## src/rtl/rndr_pkg.sv

```systemverilog
package rndr_pkg;

  typedef enum logic [2:0] {
    ST_WAIT,
    ST_BG_MAP,
    ST_BG_PIX,
    ST_SP_Y,
    ST_SP_X,
    ST_SP_T,
    ST_SP_P,
    ST_SP_PIX
  } rstate_t;

  // Left pixel of a byte sits in the high nibble.
  function automatic logic [3:0] pick_nibble(input logic [7:0] b, input logic odd);
    return odd ? b[3:0] : b[7:4];
  endfunction

  // 32 bytes per tile, 4 bytes per row, 2 pixels per byte.
  function automatic logic [12:0] pat_offset(input logic [7:0] tile, input logic [2:0] row,
                                             input logic [2:0] col);
    return {tile, row, col[2:1]};
  endfunction

  // 32x32 map, row-major.
  function automatic logic [9:0] map_offset(input logic [7:0] world_y, input logic [4:0] tcol);
    return {world_y[7:3], tcol};
  endfunction

  function automatic logic [7:0] row_delta(input logic [7:0] line, input logic [7:0] y);
    return line - y;
  endfunction

  function automatic logic row_hit(input logic [7:0] line, input logic [7:0] y);
    logic [7:0] d;
    d = line - y;
    return d[7:3] == 5'd0;
  endfunction

endpackage

```

## src/rtl/rndr_addr_mux.sv

```systemverilog
module rndr_addr_mux
  import rndr_pkg::*;
#(
  parameter int ADDR_W    = 15,
  parameter int MAP_BASE  = 'h0000,
  parameter int PAT_BASE  = 'h0800,
  parameter int SAT_BASE  = 'h1000,
  parameter int SPAT_BASE = 'h2000,
  parameter int SPR_W     = 6
) (
  input  rstate_t            state,
  input  logic [7:0]         world_y,
  input  logic [4:0]         tcol,
  input  logic [5:0]         bg_tile,
  input  logic [2:0]         k,
  input  logic [SPR_W-1:0]   spr_idx,
  input  logic [7:0]         spr_tile,
  input  logic [2:0]         spr_row,
  output logic [ADDR_W-1:0]  addr
);

  always_comb begin
    case (state)
      ST_BG_MAP: addr = ADDR_W'(MAP_BASE) + ADDR_W'(map_offset(world_y, tcol));
      ST_BG_PIX: addr = ADDR_W'(PAT_BASE) + ADDR_W'(pat_offset({2'b00, bg_tile}, world_y[2:0], k));
      ST_SP_Y:   addr = ADDR_W'(SAT_BASE) + ADDR_W'({spr_idx, 2'd0});
      ST_SP_X:   addr = ADDR_W'(SAT_BASE) + ADDR_W'({spr_idx, 2'd1});
      ST_SP_T:   addr = ADDR_W'(SAT_BASE) + ADDR_W'({spr_idx, 2'd2});
      ST_SP_P:   addr = ADDR_W'(SAT_BASE) + ADDR_W'({spr_idx, 2'd3});
      ST_SP_PIX: addr = ADDR_W'(SPAT_BASE) + ADDR_W'(pat_offset(spr_tile, spr_row, k));
      default:   addr = '0;
    endcase
  end

endmodule

```

## src/rtl/rndr_claim_mask.sv

```systemverilog
module rndr_claim_mask #(
  parameter int POS_W = 8
) (
  input  logic             clk,
  input  logic             rst_n,
  input  logic             clear,
  input  logic             set_en,
  input  logic [POS_W-1:0] pos,
  output logic             hit
);

  localparam int SLOTS = 1 << POS_W;

  logic [SLOTS-1:0] mask;

  assign hit = mask[pos];

  always_ff @(posedge clk or negedge rst_n) begin
    if (!rst_n)      mask <= '0;
    else if (clear)  mask <= '0;
    else if (set_en) mask[pos] <= 1'b1;
  end

endmodule

```

## src/rtl/rndr_lb_writer.sv

```systemverilog
module rndr_lb_writer #(
  parameter int POS_W = 8,
  parameter int PIX_W = 6
) (
  input  logic             clk,
  input  logic             rst_n,
  input  logic             we_in,
  input  logic             spr_in,
  input  logic [POS_W-1:0] pos_in,
  input  logic [PIX_W-1:0] pix_in,
  output logic             we,
  output logic             is_spr,
  output logic [POS_W-1:0] pos,
  output logic [PIX_W-1:0] pix
);

  always_ff @(posedge clk or negedge rst_n) begin
    if (!rst_n) begin
      we     <= 1'b0;
      is_spr <= 1'b0;
      pos    <= '0;
      pix    <= '0;
    end else begin
      we     <= we_in;
      is_spr <= spr_in;
      pos    <= pos_in;
      pix    <= pix_in;
    end
  end

endmodule

```

## src/rtl/scanline_renderer.sv

```systemverilog
module scanline_renderer
  import rndr_pkg::*;
#(
  parameter int ADDR_W       = 15,
  parameter int MAP_BASE     = 'h0000,
  parameter int PAT_BASE     = 'h0800,
  parameter int SAT_BASE     = 'h1000,
  parameter int SPAT_BASE    = 'h2000,
  parameter int NUM_SPR      = 64,
  parameter int MAX_PER_LINE = 16
) (
  input  logic              clk,
  input  logic              rst_n,
  input  logic              line_start,
  input  logic [7:0]        line_num,
  input  logic [7:0]        scroll_x,
  input  logic [7:0]        scroll_y,
  output logic [ADDR_W-1:0] vram_addr,
  input  logic [7:0]        vram_rdata,
  output logic              lb_we,
  output logic [7:0]        lb_addr,
  output logic [5:0]        lb_data,
  output logic              busy,
  output logic              line_done
);

  localparam int LINE_PIX = 256;
  localparam int COLS     = LINE_PIX / 8 + 1;  // one extra column for fine scroll
  localparam int COL_W    = $clog2(COLS);
  localparam int P_W      = COL_W + 3;
  localparam int SPR_W    = $clog2(NUM_SPR);
  localparam int CNT_W    = $clog2(MAX_PER_LINE + 1);

  rstate_t          state;
  logic [7:0]       line_r, sx_r, sy_r, bg_map, spr_x, spr_tile;
  logic [2:0]       k, spr_row;
  logic [1:0]       spr_pal;
  logic [COL_W-1:0] col;
  logic [SPR_W-1:0] spr_idx;
  logic [CNT_W-1:0] drawn;
  logic             done_r;

  // Named events, also watched by the checker.
  logic             start_accept, bg_wr, spr_wr, px_we, claimed, lb_is_spr;
  logic             last_k, last_col, last_entry, cap_hit;
  logic [7:0]       world_y, px_addr;
  logic [4:0]       tcol;
  logic [P_W-1:0]   bg_p, bg_off, fine;
  logic             bg_in;
  logic [3:0]       nib;
  logic [8:0]       spr_xp;
  logic [5:0]       px_data;

  always_comb begin
    world_y      = line_r + sy_r;
    tcol         = sx_r[7:3] + col[4:0];
    fine         = P_W'(sx_r[2:0]);
    bg_p         = {col, k};
    bg_off       = bg_p - fine;
    bg_in        = (bg_p >= fine) && (bg_off[P_W-1:8] == '0);
    nib          = pick_nibble(vram_rdata, k[0]);
    spr_xp       = {1'b0, spr_x} + {6'b0, k};
    last_k       = (k == 3'd7);
    last_col     = (col == COL_W'(COLS - 1));
    last_entry   = (spr_idx == SPR_W'(NUM_SPR - 1));
    cap_hit      = (drawn == CNT_W'(MAX_PER_LINE - 1));
    start_accept = line_start && (state == ST_WAIT);
    bg_wr        = (state == ST_BG_PIX) && bg_in;
    spr_wr       = (state == ST_SP_PIX) && (nib != 4'd0) && !spr_xp[8] && !claimed;
    px_we        = bg_wr || spr_wr;
    px_addr      = (state == ST_SP_PIX) ? spr_xp[7:0] : bg_off[7:0];
    px_data      = (state == ST_SP_PIX) ? {spr_pal, nib} : {bg_map[7:6], nib};
  end

  rndr_addr_mux #(
    .ADDR_W(ADDR_W), .MAP_BASE(MAP_BASE), .PAT_BASE(PAT_BASE),
    .SAT_BASE(SAT_BASE), .SPAT_BASE(SPAT_BASE), .SPR_W(SPR_W)
  ) u_addr (
    .state(state), .world_y(world_y), .tcol(tcol), .bg_tile(bg_map[5:0]), .k(k),
    .spr_idx(spr_idx), .spr_tile(spr_tile), .spr_row(spr_row), .addr(vram_addr)
  );

  rndr_claim_mask #(.POS_W(8)) u_claim (
    .clk(clk), .rst_n(rst_n), .clear(start_accept), .set_en(spr_wr),
    .pos(spr_xp[7:0]), .hit(claimed)
  );

  rndr_lb_writer #(.POS_W(8), .PIX_W(6)) u_wr (
    .clk(clk), .rst_n(rst_n), .we_in(px_we), .spr_in(state == ST_SP_PIX),
    .pos_in(px_addr), .pix_in(px_data),
    .we(lb_we), .is_spr(lb_is_spr), .pos(lb_addr), .pix(lb_data)
  );

  always_ff @(posedge clk or negedge rst_n) begin
    if (!rst_n) begin
      state    <= ST_WAIT;
      line_r   <= '0;
      sx_r     <= '0;
      sy_r     <= '0;
      bg_map   <= '0;
      spr_x    <= '0;
      spr_tile <= '0;
      spr_row  <= '0;
      spr_pal  <= '0;
      k        <= '0;
      col      <= '0;
      spr_idx  <= '0;
      drawn    <= '0;
      done_r   <= 1'b0;
    end else begin
      done_r <= 1'b0;
      case (state)
        ST_WAIT: if (line_start) begin
          line_r <= line_num;
          sx_r   <= scroll_x;
          sy_r   <= scroll_y;
          col    <= '0;
          state  <= ST_BG_MAP;
        end
        ST_BG_MAP: begin
          bg_map <= vram_rdata;
          k      <= '0;
          state  <= ST_BG_PIX;
        end
        ST_BG_PIX: begin
          k <= k + 3'd1;
          if (last_k) begin
            if (last_col) begin
              spr_idx <= '0;
              drawn   <= '0;
              state   <= ST_SP_Y;
            end else begin
              col   <= col + COL_W'(1);
              state <= ST_BG_MAP;
            end
          end
        end
        ST_SP_Y: begin
          if (row_hit(line_r, vram_rdata)) begin
            spr_row <= row_delta(line_r, vram_rdata)[2:0];
            state   <= ST_SP_X;
          end else if (last_entry) begin
            state  <= ST_WAIT;
            done_r <= 1'b1;
          end else begin
            spr_idx <= spr_idx + SPR_W'(1);
          end
        end
        ST_SP_X: begin
          spr_x <= vram_rdata;
          state <= ST_SP_T;
        end
        ST_SP_T: begin
          spr_tile <= vram_rdata;
          state    <= ST_SP_P;
        end
        ST_SP_P: begin
          spr_pal <= vram_rdata[1:0];
          k       <= '0;
          state   <= ST_SP_PIX;
        end
        ST_SP_PIX: begin
          k <= k + 3'd1;
          if (last_k) begin
            drawn <= drawn + CNT_W'(1);
            if (cap_hit || last_entry) begin
              state  <= ST_WAIT;
              done_r <= 1'b1;
            end else begin
              spr_idx <= spr_idx + SPR_W'(1);
              state   <= ST_SP_Y;
            end
          end
        end
        default: state <= ST_WAIT;
      endcase
    end
  end

  assign busy      = (state != ST_WAIT);
  assign line_done = done_r;

endmodule

```

## config.mk

```make
export PLATFORM = sky130hd
export DESIGN_NAME = scanline_renderer
export DESIGN_NICKNAME = d
export VERILOG_FILES = /design/src/rtl/rndr_pkg.sv /design/src/rtl/rndr_addr_mux.sv /design/src/rtl/rndr_claim_mask.sv /design/src/rtl/rndr_lb_writer.sv /design/src/rtl/scanline_renderer.sv
export SDC_FILE = /design/constraint.sdc
export NUM_CORES = 1
export LEC_CHECK = 0
export ABC_AREA = 1
export BUFFER_PORTS_ARGS = -buffer_cell sky130_fd_sc_hd__buf_2
export CAP_MARGIN = 10
export CORE_ASPECT_RATIO = 1.1
export CORE_MARGIN = 5
export CORE_UTILIZATION = 55
export CTS_CLUSTER_SIZE = 14
export DETAILED_ROUTE_END_ITERATION = 6
export PLACE_DENSITY = 0.69
export SLEW_MARGIN = 30
export SYNTH_ARGS = -nofsm -noshare
export SYNTH_HDL_FRONTEND = slang
export SYNTH_SLANG_ARGS = --single-unit
export TNS_END_PERCENT = 50
```

## constraint.sdc

```tcl
create_clock -name clk -period 5.65 [get_ports clk]
set_input_delay 0.2825 -clock clk [delete_from_list [all_inputs] [get_ports clk]]
set_output_delay 0.2825 -clock clk [all_outputs]
set_load 0.02 [all_outputs]
```

==> reports/metrics.cfg <==
[synth]
yosysSeqAreaShare_pct=41.36
syn_area_per_cell_um2=7.303
yosys.area.top_type=dfrtp_1
yosysTopAreaCellShare_pct=41.36
synth.distinct_cells=40
synth-edff-count=0
synth.most_common_cell=nand2_1
syn_inst=2883
ys.flop_type=dfrtp_1
synth_commonest_cells=nand2_1, dfrtp_1, nand3_1, nand4_1, o21ai_0
synthTopCellsByArea=dfrtp_1, nand2_1, nand4_1, nand3_1, o21bai_1
async_flop_share_pct=100.0
syn_nets=2954
synth_area_um2=21050
synth_seq_cells=348
ys_warn_count=0

[worst_setup_path]
cpMostUsedCell=nand2_1
slowest_delay_ps=790
end_kind=flop
crit_slowest_cell=fa_2
critPathRequiredTime_ps=6150
critPathMaxFanout=141
crit_chain=ha_4 > fa_2 > inv_2 > nand2_1 > nor2_1 > nor2_1 > nand2_1 > nand2_1 > nand3_1 > nand3_1 > nand2_1 > nand2_1 > nand3_1 > nor2_4 > buf_12 > buf_16 > nand4_1 > nand2_1
worstSetupPathType=flop to flop
crit_arrival_ps=5210
critPathLaunchType=flop
reg2reg_slack_ps=940

[place]
dp_slack_ps=1111
dpl.hpwl_um=37490
gp_congestion=0.8893
dp_cells=3247
io_buffers=65

[power_and_ir_drop]
p_total_uw=12080
clockPowerShare_pct=22.9
p_int_uw=5665
p_sw_share_pct=53.11
cellPowerDensity_nw_per_um2=523.4
pwr-share-comb_pct=52.3
switching_power_uw=6418
p_seq_share_pct=24.8
ir_worst_vdd_mv=0.5786
power.leakage_uw=0.01147

[timing]
rsz0062_at_grt=false
fin_ws_ps=942.2
fin_crit_ps=4708
period_share_pct=83.32
maxSlewViolCount=0
setup_violations=0
final_hold_viol_count=0
max_freq_mhz=212.4
skew_ps=16.16
worstMarginPinSlew_ps=1091
maxSlewHeadroom_pct=27.08
tns_ps=0

[final_layout]
fin_cells=3345
utilization_pct=60.74
area_growth_pct=9.645
drive_above_1_share_pct=7.208
layout.nets=2886
fillers=3446

[clock_network]
insertion_delay_ps=570
cts-resized-gates=0
cts_buffers=39
cts_setup_buffers=0
cts.path.max_buffers=3
h-tree-depth=2
clockRootBuffer=clkbuf_16
cts_num_sinks=348
clk_pin_slew_worst_paths_ps=60
cts_tree=done

[floorplan]
die_w_um=196.5
die_area_um2=42300
die_h_um=215.2
rows=75
io-pin-count=67
start_util_pct=55.40
coreArea_um2=38010

[detailed_routing]
ant_nets=0
firstDrtPassIters=6
wl_per_cell_um=19.61
routed_via_density=6.130
wirelength_um=65610
vias=20500
drt_iter0_drc=2481
drc=0

[global_route]
grt_use_met1_pct=41.19
grt_busiest_layer=met2
grt_pass1_vias=19610
overflow=0
met3_usage_pct=4.652
grt_first_pass_wirelength_um=106300
grt_max_degree=176
grtUsageMet2_pct=48.63
grt.total_usage_pct=30.54
grt_antenna_before_repair=2

[hold_path]
min_path_type=input port to flop

[outcome]
status=finished clean

[job]
max-cap-violations=0

[cells in the final DEF, fill, tap and decap left out, types with 2 or more instances in the layout]
cell / count
nand2_1: 881
dfrtp_1: 348
nand3_1: 325
nand4_1: 271
o21ai_0: 186
o21bai_1: 174
inv_1: 163
nor2_1: 129
buf_2: 64
clkbuf_16: 41
a21oi_1: 31
ha_1: 30
dlygate4sd3_1: 27
buf_4: 23
nor3_1: 13
nand2_2: 13
xor2_1: 11
clkbuf_8: 10
inv_2: 9
buf_12: 9
clkinv_2: 8
o2111ai_1: 7
o21ai_1: 6
a22oi_1: 5
or2_2: 5
bufinv_16: 5
nor2_2: 4
o22ai_1: 4
fa_1: 4
clkbuf_1: 4
a22o_1: 3
xnor2_1: 3
a31oi_1: 3
nor2_4: 3
o21a_1: 2
nor4_1: 2
clkinvlp_4: 2
[registers in the layout, summed over array words and instances (netlist names), 5 cells and up]
| name | flops |
|---|---|
| u_claim.mask | 256 |
| bg_map | 8 |
| line_r | 8 |
| spr_tile | 8 |
| spr_x | 8 |
| sx_r | 8 |
| sy_r | 8 |
| u_wr.pos | 8 |
| col | 6 |
| spr_idx | 6 |
| u_wr.pix | 6 |
| drawn | 5 |
[worst paths after layout]
kind,endpoint,from,cells after the start
worst max-delay path,u_claim.mask[246],k[0],18
min in group asynchronous,u_claim.mask[150],rst_n,2
worst min register to register,bg_map[7],bg_map[7],2
worst max register to register,u_claim.mask[246],k[0],18
max in group asynchronous,u_claim.mask[196],rst_n,3
worst min-delay path,u_wr.pix[1],vram_rdata[1],3
[worst max-delay path: cells and delay by family (launching register included)]
kind                       cells  cell delay, ps
buffers and inverters          3            1060
DFF                            1             520
adders and majority gates      2            1030
and+or+nand+nor               13            1840
[power by group through the flow]
stage / clock network [uW] / logic (uW) / registers [uW]
floorplan: 0 / 4070 / 3020
global placement: 0 / 6040 / 3020
detailed placement: 0 / 6150 / 3040
CTS: 2810 / 6180 / 2990
global route: 2900 / 6740 / 3030
finish: 2770 / 6310 / 3000
[through the flow]
stage	hold slack [ps]	area, um^2
final	68.27	23080
after global routing	60.60	23080
after CTS	36.20	23070
after detailed placement	408.8	21420
after global placement	410.6	21360
after floorplan	-13.09	21050
[timing repair]
action	4_1_cts	5_1_grt
setup endpoints to repair	0	0
hold endpoints to repair	131	0
hold buffers	27	0
[cells by family after synthesis]
kind of cell,after synthesis,synth area share (%)
fa+ha+maj,36,2.318
compound gates,426,12.58
other cells,1,0.01781
buf+inv,407,8.183
simple gates,1649,34.87
xor+xnor,16,0.6656
flops,348,41.36
[metal layers]
metal	share of wire (%)	vias to the layer above	routed length [um]
met4	5.1	2	3357
met1	40	9758	26500
li1	-	9598	-
met3	8.3	194	5457
met2	46	952	30280
met5	0.023	-	15
[layout make-up]
cell class	instances	area (um^2)	area share [%]
clock buffers	55	1179	5.106
repair buffers	125	985.9	4.271
inverters	173	661.9	2.867
multi-input cells	2128	10720	46.42
clock inverters	15	205.2	0.8889
well taps	500	625.6	2.710
flip-flops and latches	348	8708	37.72
diodes	1	2.502	0.01084
(Power assumes the default switching activity.)
